[config.mk]
export PLATFORM = sky130hd
export DESIGN_NAME = memset_decoder
export DESIGN_NICKNAME = d
export VERILOG_FILES = /design/src/rtl/mset_pkg.sv /design/src/rtl/mset_field_decode.sv /design/src/rtl/mset_reg_check.sv /design/src/rtl/mset_syndrome_build.sv /design/src/rtl/memset_decoder.sv
export SDC_FILE = /design/constraint.sdc
export NUM_CORES = 1
export LEC_CHECK = 0
export ABC_AREA = 0
export BUFFER_PORTS_ARGS = -buffer_cell sky130_fd_sc_hd__buf_2
export CAP_MARGIN = 20
export CORE_UTILIZATION = 43
export CTS_BUF_LIST = sky130_fd_sc_hd__clkbuf_4
export CTS_CLUSTER_SIZE = 40
export DETAILED_ROUTE_END_ITERATION = 10
export PLACE_DENSITY = 0.8
export SLEW_MARGIN = 15
export SYNTH_ARGS = -nofsm -noshare
export SYNTH_HDL_FRONTEND = slang
export SYNTH_SLANG_ARGS = --single-unit
[constraint.sdc]
create_clock -name clk -period 1 [get_ports clk]
set_clock_uncertainty 0.05 [all_clocks]
set_input_delay 0.05 -clock clk [delete_from_list [all_inputs] [get_ports clk]]
set_output_delay 0.05 -clock clk [all_outputs]
set_load 0.005 [all_outputs]
[src/rtl/mset_pkg.sv]
package mset_pkg;
  localparam int INSN_W = 32;
  localparam int REG_W  = 5;
  localparam int SYN_W  = 25;

  // syndrome field positions (consumed by the exception stage)
  localparam int SYN_RD_LSB   = 10;
  localparam int SYN_RS_LSB   = 5;
  localparam int SYN_RN_LSB   = 0;
  localparam int SYN_WRONG    = 17;
  localparam int SYN_EPI      = 18;
  localparam int SYN_OPT_LSB  = 19;
  localparam int SYN_FMT      = 24;

  typedef enum logic [1:0] {
    PH_PROLOGUE = 2'b00,
    PH_MAIN     = 2'b01,
    PH_EPILOGUE = 2'b10,
    PH_NONE     = 2'b11
  } mset_phase_e;

  typedef struct packed {
    mset_phase_e        phase;
    logic [REG_W-1:0]   rs;
    logic [REG_W-1:0]   rn;
    logic [REG_W-1:0]   rd;
    logic               nontemp;
    logic               unpriv;
  } mset_fields_t;

  function automatic logic [SYN_W-1:0] build_syndrome(input mset_fields_t f);
    logic [SYN_W-1:0] s;
    s = '0;
    s[SYN_RD_LSB +: REG_W] = f.rd;
    s[SYN_RS_LSB +: REG_W] = f.rs;
    s[SYN_RN_LSB +: REG_W] = f.rn;
    s[SYN_OPT_LSB +: 2]    = {f.nontemp, f.unpriv};
    s[SYN_EPI]             = (f.phase == PH_EPILOGUE);
    s[SYN_WRONG]           = 1'b0;
    s[SYN_FMT]             = 1'b1;
    return s;
  endfunction
endpackage

[src/rtl/mset_field_decode.sv]
module mset_field_decode
  import mset_pkg::*;
(
  input  logic [INSN_W-1:0] word,
  output logic              is_mset,
  output mset_fields_t      fields
);
  localparam logic [1:0] TOP_BITS = 2'b00;
  localparam logic [8:0] MID_BITS = 9'b011001110;
  localparam logic [1:0] LOW_BITS = 2'b01;

  logic fixed_ok;
  logic phase_ok;

  assign fixed_ok = (word[31:30] == TOP_BITS) &&
                    (word[29:21] == MID_BITS) &&
                    (word[11:10] == LOW_BITS);
  assign phase_ok = (word[15:14] != 2'b11);
  assign is_mset  = fixed_ok && phase_ok;

  always_comb begin
    fields.phase   = mset_phase_e'(word[15:14]);
    fields.rs      = word[20:16];
    fields.rn      = word[9:5];
    fields.rd      = word[4:0];
    fields.nontemp = word[13];
    fields.unpriv  = word[12];
  end
endmodule

[src/rtl/mset_reg_check.sv]
module mset_reg_check
  import mset_pkg::*;
(
  input  logic [REG_W-1:0] rs,
  input  logic [REG_W-1:0] rn,
  input  logic [REG_W-1:0] rd,
  output logic             overlap,
  output logic             top_reg,
  output logic             illegal
);
  localparam int NOPS = 3;
  localparam logic [REG_W-1:0] TOP_IDX = '1;

  logic [REG_W-1:0] ops [NOPS];
  logic [NOPS-1:0]  pair_hit;

  assign ops[0] = rs;
  assign ops[1] = rn;
  assign ops[2] = rd;

  for (genvar i = 0; i < NOPS; i++) begin : g_pair
    assign pair_hit[i] = (ops[i] == ops[(i + 1) % NOPS]);
  end

  assign overlap = |pair_hit;
  assign top_reg = (rd == TOP_IDX) || (rn == TOP_IDX);
  assign illegal = overlap || top_reg;
endmodule

[src/rtl/mset_syndrome_build.sv]
module mset_syndrome_build
  import mset_pkg::*;
(
  input  mset_fields_t     fields,
  output logic [SYN_W-1:0] syndrome
);
  assign syndrome = build_syndrome(fields);
endmodule

[src/rtl/memset_decoder.sv]
module memset_decoder
  import mset_pkg::*;
(
  input  logic              clk,
  input  logic              rst_n,
  input  logic              in_valid,
  input  logic [31:0]       in_word,
  output logic              out_valid,
  output logic [1:0]        out_phase,
  output logic [4:0]        out_data_reg,
  output logic [4:0]        out_size_reg,
  output logic [4:0]        out_dest_reg,
  output logic              out_nontemp,
  output logic              out_unpriv,
  output logic              out_undef,
  output logic [24:0]       out_syndrome
);
  logic             is_mset;
  mset_fields_t     fields;
  logic             overlap;
  logic             top_reg;
  logic             illegal;
  logic [SYN_W-1:0] syn_next;
  logic             hit;

  mset_field_decode u_decode (
    .word    (in_word),
    .is_mset (is_mset),
    .fields  (fields)
  );

  mset_reg_check u_check (
    .rs      (fields.rs),
    .rn      (fields.rn),
    .rd      (fields.rd),
    .overlap (overlap),
    .top_reg (top_reg),
    .illegal (illegal)
  );

  mset_syndrome_build u_syn (
    .fields   (fields),
    .syndrome (syn_next)
  );

  assign hit = in_valid && is_mset;

  always_ff @(posedge clk or negedge rst_n) begin
    if (!rst_n) begin
      out_valid    <= 1'b0;
      out_undef    <= 1'b0;
      out_phase    <= 2'b00;
      out_data_reg <= '0;
      out_size_reg <= '0;
      out_dest_reg <= '0;
      out_nontemp  <= 1'b0;
      out_unpriv   <= 1'b0;
      out_syndrome <= '0;
    end else begin
      out_valid <= hit;
      out_undef <= hit && illegal;
      if (hit) begin
        out_phase    <= fields.phase;
        out_data_reg <= fields.rs;
        out_size_reg <= fields.rn;
        out_dest_reg <= fields.rd;
        out_nontemp  <= fields.nontemp;
        out_unpriv   <= fields.unpriv;
        out_syndrome <= syn_next;
      end
    end
  end

  AST_HIT_VALID: assert property (@(posedge clk) disable iff (!rst_n)
    hit |=> out_valid);
  AST_MISS_QUIET: assert property (@(posedge clk) disable iff (!rst_n)
    !hit |=> (!out_valid && !out_undef));
  AST_PHASE_LEGAL: assert property (@(posedge clk) disable iff (!rst_n)
    out_valid |-> (out_phase != 2'b11));
  AST_OVERLAP_UNDEF: assert property (@(posedge clk) disable iff (!rst_n)
    (out_valid && (out_data_reg == out_size_reg || out_data_reg == out_dest_reg ||
                   out_size_reg == out_dest_reg)) |-> out_undef);
  AST_TOP_UNDEF: assert property (@(posedge clk) disable iff (!rst_n)
    (out_valid && (out_dest_reg == 5'd31 || out_size_reg == 5'd31)) |-> out_undef);
  AST_SYN_REGS: assert property (@(posedge clk) disable iff (!rst_n)
    out_valid |-> (out_syndrome[14:10] == out_dest_reg &&
                   out_syndrome[9:5] == out_data_reg &&
                   out_syndrome[4:0] == out_size_reg));
  AST_SYN_EPI: assert property (@(posedge clk) disable iff (!rst_n)
    out_valid |-> (out_syndrome[18] == (out_phase == 2'b10)));
  AST_HOLD: assert property (@(posedge clk) disable iff (!rst_n)
    !hit |=> ($stable(out_syndrome) && $stable(out_phase)));
endmodule

# Yosys cells after proc, flatten, opt, wreduce, memory -nomap -nowiden
# Index checks and enable logic that the tools add are counted.
# W data, S select, Z words.
[op_classes] eq_ne=9 reduce_logical=9
[ops] op="$eq A5 B5 Y1" n=3
[ops] op="$eq A5 B5 Y1 const B" n=2
[ops] op="$eq A9 B8 Y1 const B" n=1
[ops] op="$logic_and A1 B1 Y1" n=5
[ops] op="$reduce_or A3 Y1" n=1
[ops] op="$eq A2 B1 Y1 const B" n=1
[ops] op="$eq A2 B2 Y1 const B" n=1
[ops] op="$logic_not A2 Y1" n=1
[ops] op="$logic_or A1 B1 Y1" n=2
[ops] op="$ne A2 B2 Y1 const B" n=1
[totals] register_bits=40 inputBits=35 output_inout_bits=46 elab_cells=27

# Logic depth before layout (Yosys ltp)
# Gate-level depths: netlist of the first run.
[depth] word_depth=6 mapped_depth=5 ltp_nobuf=4

# Modules after synthesis
# A second synthesis of the first run with hierarchy kept.
[unflattened] hier_cells=178 hier_area_um2=2458.6
[by_module_without_submodules] mod="memset_decoder" seq_area_each_um2=1151.1 cells_per_inst=97 n_inst=1 area_each_um2=1859.3
[by_module_without_submodules] mod="mset_reg_check" seq_area_each_um2=0.0 cells_per_inst=29 n_inst=1 area_each_um2=202.7
[by_module_without_submodules] mod="mset_syndrome_build" seq_area_each_um2=0.0 cells_per_inst=27 n_inst=1 area_each_um2=201.4
[by_module_without_submodules] mod="mset_field_decode" seq_area_each_um2=0.0 cells_per_inst=25 n_inst=1 area_each_um2=195.2

# Worst setup path before layout of the first run
# No wires, ideal clock.
[synth_timing] kind="input port to flip-flop" start="input port in_word[26]" end="register out_data_reg[0]" required_ns=0.825 arrival_time_ns=1.463 n_path_buf=1 stages=5 path_slack_ns=-0.638 setup_time_ns=0.125 cell_sequence="nor4bb_1 > nand4_1 > a2111oi_4 > buf_6 > mux2_2"
[synth_via] elab_chain_cells=5
[synth_rtl] item="start: declaration" line_no="memset_decoder.sv:7" source="input logic [31:0] in_word,"
[synth_rtl] item="$eq A9 B8 Y1" line_no="mset_field_decode.sv:16" source="(word[29:21] == MID_BITS) &&"
[synth_rtl] item="$logic_and A1 B1 Y1" line_no="mset_field_decode.sv:15" source="assign fixed_ok = (word[31:30] == TOP_BITS) &&"
[synth_rtl] item="$logic_and A1 B1 Y1" line_no="mset_field_decode.sv:16"
[synth_rtl] item="$logic_and A1 B1 Y1" line_no="mset_field_decode.sv:19" source="assign is_mset = fixed_ok && phase_ok;"
[synth_rtl] item="$logic_and A1 B1 Y1" line_no="memset_decoder.sv:46" source="assign hit = in_valid && is_mset;"
[synth_rtl] item="end signal: assignment" line_no="memset_decoder.sv:64" source="out_data_reg <= fields.rs;"
[synth_rtl] item="end: declaration" line_no="memset_decoder.sv:10" source="output logic [4:0] out_data_reg,"
# No other way between the ends.
# A chain may end at the register's enable or synchronous reset.

# Worst setup path in the final report of the first run
[layout_timing] start="input port in_word[21]" end="register out_size_reg[2]"
[layout_via] elab_chain_cells=5
[layout_rtl] item="$eq A9 B8 Y1" line_no="mset_field_decode.sv:16"
[layout_rtl] item="$logic_and A1 B1 Y1" line_no="mset_field_decode.sv:15"
[layout_rtl] item="$logic_and A1 B1 Y1" line_no="mset_field_decode.sv:16"
[layout_rtl] item="$logic_and A1 B1 Y1" line_no="mset_field_decode.sv:19"
[layout_rtl] item="$logic_and A1 B1 Y1" line_no="memset_decoder.sv:46"
[layout_rtl] item="end signal: assignment" line_no="memset_decoder.sv:65" source="out_size_reg <= fields.rn;"
[layout_rtl] item="end: declaration" line_no="memset_decoder.sv:11" source="output logic [4:0] out_size_reg,"
# No other way between the ends.

==> results.toml, run 1 <==
[run_status]
status = "finished, violations left"
violations = "setup timing"

[logic_synthesis]
synth_area_leaders = "dfrtp_1 45%, mux2_2 18%, buf_4 14%"
ys_seq_elements = 23
synthFlopType = "dfrtp_1"
synth.cells.most_frequent = "23 x buf_4, 23 x dfrtp_1, 20 x mux2_2"
netlist_instances = 104
avgSynthCellArea_sq_um = 12.2
synth.top_cell.area_share_pct = 45.5
ys_seq_area_share_pct = 45.5
syn-cell-area_sq_mm = 0.00127
synth_cell_types = 19
synth_top_area_cell = "dfrtp_1"
synth-edff-count = 0
async_flop_share_pct = 100
yosysWarnings = 0

[final_layout]
antenna-diode-count = 0
num-nets-final = 221
largest_reg_flops = 7
area_growth_syn_to_layout_pct = 47.0
fill_cells = 226
drive_gt1_share_pct = 60.5
regMostFlops = "out_syndrome"
final_cells = 216

[clock_network]
clk_path_buf_depth = 2
cts_sinks = 23
cts_tree = "done"
htreeDepth = 1
cts_inserted_buffers = 3
cts_root_buffer = "clkbuf_4"
clk_pin_slew_ns = 0.12
clk_latency_ns = 0.29

[sta]
clock.fmax_mhz = 738
finalHoldViolations = 0
timing.final.ws_setup_ns = -0.355
fin_crit_ns = 1.35
finalCritPeriodShare_pct = 135
setup_viol = 22
fin_setup_tns_ns = -7.25
drv_slew = 0
tightest_slew_ns = 0.528
relSlewSlack_pct = 64.8
rsz0062_at_grt = "true"

[pwr]
power_density_mw_per_mm2 = 884
power.leakage_nw = 1.04
finalPower_mw = 1.65
ir_worst_vdd_mv = 0.642

[critical_path]
regToRegStartpoint = "out_syndrome[20]"
criticalPathCategory = "input pin to flip-flop"
reg2reg_slack_ns = 0.16
r2r_end = "out_syndrome[20]"
startpoint_type = "input pin"
endpoint_kind = "flip-flop"
cp_common_cell = "buf_6"
max_stage_delay_ns = 0.31
critPathSlowestCell = "a2111oi_4"
reg2regPathDepth = 1
crit_arrival_ns = 1.50
path_cells = "buf_6, nor4bb_2, nand4_1, a2111oi_4, buf_6, buf_8, mux2_4"
cp_top_family = "simple AND/OR/NAND/NOR gates"
crit_required_ns = 1.14
path_buf_inv = 3
worstPathMaxFanout = 6

[global_routing]
grt_usage_pct = 17.8
grtUsageMet2_pct = 31.1
use_met1_pct = 22.8
grt_pass1_wl_mm = 4.44
grt_overflow = 0
grt_most_used_layer = "met2"
first_global_vias = 983
gr-usage-met3_pct = 3.46
grt_antenna_before_repair = 0
grt_max_degree = 24

[worst_hold_path]
min_from = "in_word[5]"
hold_end = "out_size_reg[0]"
whs_path_depth = 2
hold_class = "input pin to flip-flop"

[die]
initial_core_util_pct = 45.5
num_rows = 19
die_area_sq_mm = 0.00317
fp.dieH_um = 56.3
core_area_sq_mm = 0.00278
fp.dieW_um = 56.3
ios = 81

[drt]
first_pass_iters = 4
antenna_left = 0
routed_wl_mm = 3.01
wl_per_cell_um = 13.9
drt_iter0_markers = 30
num_vias = 1053
via_per_inst = 4.88
remaining_drc_errors = 0

[placed_design]
gp_congestion = 0.756
placed_cells_incl_taps = 195
place_hpwl_mm = 2.07
port_buffers = 74

[flow_run]
max_cap_viol_count = 0
[where the power goes]
group	switching [mW]	internal [mW]	leakage [nW]
logic	0.122	0.143	0.700
clock network	0.266	0.182	0.0184
registers	0.00109	0.931	0.321
total	0.389	1.26	1.04
[per-layer routing]
layer	wire length, um	vias to the layer above	share of wire (%)
li1	-	492	-
met1	1270	499	42
met2	1530	60	51
met3	186	2	6.2
met4	19	0	0.63
met5	0	-	0
[area by class of cell]
type | instances | area (sq um) | share of cell area (%)
timing repair buffer | 97 | 619 | 33.3
tap | 31 | 38.8 | 2.08
clock buffer | 4 | 30.0 | 1.61
sequential | 23 | 576 | 30.9
multi-input combinational | 61 | 598 | 32.1
[cells in the final DEF, fill, tap and decap left out, types with 3 or more instances in the layout]
cell type / count
buf_2: 72
dfrtp_1: 23
mux2_4: 20
dlygate4sd3_1: 12
xnor2_1: 9
buf_6: 7
nand3_1: 6
xor2_1: 6
conb_1: 6
clkbuf_4: 4
buf_4: 4
nor3_1: 3
[stage by stage]
stage               area [sq um]  util (%)  hold slack [ns]  worst slack (ns)
floorplan                   1290         -           -0.296            -0.501
global placement            1550      55.8          -0.0127            -0.566
detailed placement          1550      55.8          0.00677            -0.658
CTS                         1710      61.5         0.000899            -0.301
global route                1860      66.9          0.00607            -0.451
finish                      1860      66.9          0.00959            -0.355
[logic make-up (layout without fill, tap and decap cells)]
group	Yosys count	in the layout	share of synthesized area (%)
flip-flops	23	23	45.5
multiplexers	20	20	17.8
XOR/XNOR	15	15	10.4
AND/OR/NAND/NOR	17	17	7.21
buffers and inverters	25	101	15.4
other	1	6	0.296
AO/OA/AOI/OAI	3	3	3.46
[worst max-delay path by stage]
stage,startpoint,to,slack [ns],cells past startpoint
6_report,in_word[21],out_size_reg[2],-0.35,7
5_1_grt,in_word[21],out_size_reg[1],-0.45,7
4_1_cts,in_word[26],out_dest_reg[0],-0.30,6
3_5_place_dp,in_word[26],out_size_reg[3],-0.66,6
3_3_place_gp,in_word[26],out_size_reg[1],-0.57,6
2_1_floorplan,in_word[26],out_data_reg[0],-0.50,5
[timing repair]
action	CTS	global route
hold buffers	11	1
gates cloned	0	2
setup endpoints to repair	22	23
pin swaps	0	3
resized for setup	4	30
setup buffers	0	3
hold endpoints to repair	33	1
No activity file was read; power rests on OpenSTA's default activity.
==> run 2, diff against run 1 <==
==> constraint.sdc (replaced) <==
create_clock -name clk -period 1.35 [get_ports clk]
set_clock_uncertainty 0.05 [all_clocks]
set_input_delay 0.0675 -clock clk [delete_from_list [all_inputs] [get_ports clk]]
set_output_delay 0.0675 -clock clk [all_outputs]
set_load 0.005 [all_outputs]
==> results.toml, run 2 (synthesis results as in run 1) <==
[drt]
num_vias = 975
drt_iter0_markers = 12
first_pass_iters = 4
remaining_drc_errors = 0
wl_per_cell_um = 12.1
antenna_left = 0
via_per_inst = 4.78
routed_wl_mm = 2.47

[clock_network]
clk_path_buf_depth = 2
cts_tree = "done"
postCtsSetupBuffers = 0
cts_inserted_buffers = 3
htreeDepth = 1
clk_pin_slew_ns = 0.12
cts_sinks = 23
cts_root_buffer = "clkbuf_4"
clk_latency_ns = 0.30

[worst_hold_path]
hold_class = "input pin to flip-flop"
whs_path_depth = 2

[global_routing]
first_global_vias = 914
grt_antenna_before_repair = 0
grt_pass1_wl_mm = 4.02
grt_max_degree = 24
grt_overflow = 0
grt_usage_pct = 16.2

[sta]
setup_viol = 0
drv_slew = 0
tightest_slew_ns = 0.511
timing.final.ws_setup_ns = 0.0597
rsz0062_at_grt = "true"
hold_slack_ns = 0.00784
finalHoldViolations = 0
relSlewSlack_pct = 66.0
fin_crit_ns = 1.29
fin_setup_tns_ns = 0
clock.fmax_mhz = 775
finalCritPeriodShare_pct = 95.6

[final_layout]
num-nets-final = 209
largest_reg_flops = 7
final_common_cell = "buf_2"
antenna-diode-count = 0
drive_gt1_share_pct = 59.0
final_cells = 204
regMostFlops = "out_syndrome"
final_cell_mix = "74 x buf_2, 23 x dfrtp_1, 18 x mux2_2"
fill_cells = 230
area_growth_syn_to_layout_pct = 31.3

[pwr]
ir_worst_vdd_mv = 0.497
power.leakage_nw = 0.955
pwr-share-seq_pct = 58.0
p_clk_share_pct = 27.5
p_int_uw = 915
combPwrFrac_pct = 14.5
switching_share_pct = 23.2
p_switching_uw = 276
power_density_mw_per_mm2 = 716

[die]
fp.dieH_um = 56.3
fp.dieW_um = 56.3
core_area_sq_mm = 0.00278
num_rows = 19
die_area_sq_mm = 0.00317
ios = 81
initial_core_util_pct = 45.5

[placed_design]
place_hpwl_mm = 1.86
port_buffers = 74
gp_congestion = 0.743
pre_cts_ws_ns = -0.261
placed_cells_incl_taps = 190

[critical_path]
startpoint_type = "input pin"
endpoint_kind = "flip-flop"
criticalPathCategory = "input pin to flip-flop"
worstPathMaxFanout = 23
reg2reg_slack_ns = 0.51
crit_arrival_ns = 1.43
path_cells = "buf_2, nor4bb_2, nand4_1, a2111oi_4, buf_12, mux2_2"
critPathSlowestCell = "mux2_2"
crit_required_ns = 1.49
max_stage_delay_ns = 0.34
reg2regPathDepth = 1

[run_status]
status = "finished, final reports clean"

[flow_run]
max_cap_viol_count = 0
==> run 2: cell count changes in the layout (fill, tap and decap cells not counted) <==
cell,before,now
buf_2,72,74
or2_2,0,1
buf_6,7,0
buf_8,2,0
mux2_4,20,2
buf_4,4,0
buf_12,0,1
dlygate4sd3_1,12,10
mux2_2,0,18
or2_4,1,0
==> run 2: path summary, 6_finish.rpt <==
kind / startpoint / endpoint
worst max register to register: out_data_reg[2] / out_data_reg[2]
worst max-delay path: in_word[26] / out_syndrome[9]
max in group asynchronous: rst_n / out_syndrome[14]
min in group asynchronous: rst_n / out_size_reg[3]
worst min register to register: out_syndrome[24] / out_syndrome[24]
worst min-delay path: in_word[1] / out_dest_reg[1]
==> run 2: per-layer routing <==
| layer | global-route usage (%) | routed length (um) | up-vias |
|---|---|---|---|
| met5 | 0 | 0 | - |
| met4 | 4.18 | 16 | 0 |
| met3 | 2.07 | 145 | 2 |
| met2 | 29.4 | 1250 | 48 |
| met1 | 20.2 | 1060 | 463 |
| li1 | - | - | 462 |
==> run 2: worst max-delay path: cells and delay by family <==
family | cells | cell delay (ns)
buf+inv | 2 | 0.32
compound gates | 1 | 0.27
mux | 1 | 0.34
simple gates | 2 | 0.43
==> run 2: area by class of cell <==
type	instances	area, sq um	area share [%]
Clock buffer	4	30.0	1.81
Multi-Input combinational cell	61	528	31.8
Tap cell	31	38.8	2.33
Sequential cell	23	576	34.6
Timing Repair Buffer	85	490	29.5
==> run 2: power groups by stage <==
stage / registers, mW / clock network [mW] / logic [mW]
3_3_place_gp: 0.704 / 0 / 0.144
3_5_place_dp: 0.704 / 0 / 0.149
2_1_floorplan: 0.704 / 0 / 0.0679
6_report: 0.691 / 0.328 / 0.172
4_1_cts: 0.691 / 0.345 / 0.169
5_1_grt: 0.691 / 0.370 / 0.191
==> run 2: metrics by stage <==
step | util, % | power (mW) | cell area [sq um]
floorplan | - | 0.772 | 1290
global placement | 54.9 | 0.848 | 1530
detailed placement | 54.9 | 0.853 | 1530
CTS | 59.2 | 1.20 | 1650
global route | 59.8 | 1.25 | 1660
finish | 59.8 | 1.19 | 1660
==> run 2: what timing repair did <==
item                       CTS  global route
resized for setup            0             1
hold buffers                 9             1
setup endpoints to repair    0            19
hold endpoints to repair    31             1
==> run 3, diff against run 2 <==
--- a/config.mk
+++ b/config.mk
@@ -13,6 +13,7 @@
 export CTS_CLUSTER_SIZE = 40
 export DETAILED_ROUTE_END_ITERATION = 10
 export PLACE_DENSITY = 0.8
+export REMOVE_ABC_BUFFERS = 1
 export SLEW_MARGIN = 15
 export SYNTH_ARGS = -nofsm -noshare
 export SYNTH_HDL_FRONTEND = slang
==> results.toml, run 3 (synthesis results as in run 1) <==
[pwr]
ir_worst_vdd_mv = 0.614
power.leakage_nw = 1.03
power_density_mw_per_mm2 = 659

[final_layout]
final_common_cell = "buf_2"
antenna-diode-count = 0
area_growth_syn_to_layout_pct = 46.3
drive_gt1_share_pct = 59.3
num-nets-final = 218
regMostFlops = "out_syndrome"
final_cell_mix = "72 x buf_2, 23 x dfrtp_1, 18 x mux2_4"
fill_cells = 199
fin_area_sq_mm = 0.00185
largest_reg_flops = 7

[flow_run]
max_cap_viol_count = 0

[sta]
finalHoldViolations = 0
relSlewSlack_pct = 65.7
tightest_slew_ns = 0.514
fin_crit_ns = 1.49
clock.fmax_mhz = 673
drv_slew = 0
hold_slack_ns = 0.00881
rsz0062_at_grt = "true"
finalCritPeriodShare_pct = 110
setup_viol = 20
timing.final.ws_setup_ns = -0.136

[clock_network]
htreeDepth = 1
clk_path_buf_depth = 2
clk_pin_slew_ns = 0.13
cts_inserted_buffers = 3
cts_sinks = 23
cts_tree = "done"
clk_latency_ns = 0.30
cts_root_buffer = "clkbuf_4"

[drt]
remaining_drc_errors = 0
drt_iter0_markers = 26
wl_per_cell_um = 15.9
antenna_left = 0
routed_wl_mm = 3.39
via_per_inst = 4.80
num_vias = 1023
first_pass_iters = 6

[critical_path]
worstPathMaxFanout = 6
crit_required_ns = 1.51
startpoint_type = "input pin"
crit_arrival_ns = 1.64
criticalPathCategory = "input pin to flip-flop"
endpoint_kind = "flip-flop"

[die]
fp.dieW_um = 56.3
fp.dieH_um = 56.3
initial_core_util_pct = 45.5
num_rows = 19
die_area_sq_mm = 0.00317
core_area_sq_mm = 0.00278
ios = 81

[global_routing]
grt_pass1_wl_mm = 4.86
grt_usage_pct = 20.2
grt_antenna_before_repair = 0
grt_overflow = 0
first_global_vias = 1001
grt_max_degree = 24

[worst_hold_path]
hold_class = "input pin to flip-flop"

[run_status]
status = "finished, violations left"
violations = "setup timing"

[placed_design]
pre_cts_ws_ns = -0.410
gp_congestion = 0.868
dpl_cell_area_sq_mm = 0.00152
place_hpwl_mm = 1.97
port_buffers = 74
-- run 3: metrics by stage --
stage	setup TNS [ns]	instances	util [%]	power, mW
after CTS	-0.441	206	61.9	1.20
after floorplan	-14.93	84	-	0.758
after detailed placement	-8.34	190	54.6	0.853
final	-2.12	213	66.6	1.22
after global placement	-7.83	190	54.6	0.848
after global routing	-3.22	213	66.6	1.28
-- run 3: worst paths after layout --
| kind | startpoint | endpoint | slack, ns | cells past startpoint |
|---|---|---|---|---|
| worst max-delay path | in_word[21] | out_phase[0] | -0.14 | 7 |
| worst min register to register | out_syndrome[24] | out_syndrome[24] | 0.49 | 1 |
| min in group asynchronous | rst_n | out_dest_reg[3] | 0.20 | 2 |
| max in group asynchronous | rst_n | out_syndrome[24] | 0.71 | 2 |
| worst min-delay path | in_word[20] | out_syndrome[9] | 0.009 | 2 |
| worst max register to register | out_syndrome[24] | out_syndrome[24] | 0.47 | 1 |
-- run 3: critical path: stages --
cell	delay [ns]
buf_6	0.09
nor4bb_2	0.27
nand4_1	0.18
a2111oi_4	0.34
buf_4	0.22
clkbuf_16	0.16
mux2_4	0.30
-- run 3: layer usage --
metal / up-vias / GRT usage [%] / wire length (um)
li1: 478 / - / -
met1: 472 / 26.2 / 1430
met2: 67 / 34.5 / 1660
met3: 6 / 3.00 / 245
met4: 0 / 7.32 / 57
met5: - / 0 / 0
-- run 3: what timing repair did --
action,in CTS,in global routing
hold endpoints to repair,30,5
buffers inserted,2,1
setup endpoints to repair,20,21
pin swaps,1,3
hold buffers,8,5
gates resized for setup,8,15
gates cloned,2,1
-- run 3: layout make-up --
class                      instances  area (sq um)  area share [%]
timing repair buffer              94           621            33.5
multi-input combinational         61           588            31.7
sequential                        23           576            31.1
tap                               31          38.8            2.09
clock buffer                       4          30.0            1.62
-- run 3: report_power, final --
part / total [mW] / switching (mW) / internal [mW]
Sequential: 0.691 / 0.000909 / 0.690
Combinational: 0.189 / 0.0884 / 0.100
Clock: 0.341 / 0.205 / 0.135
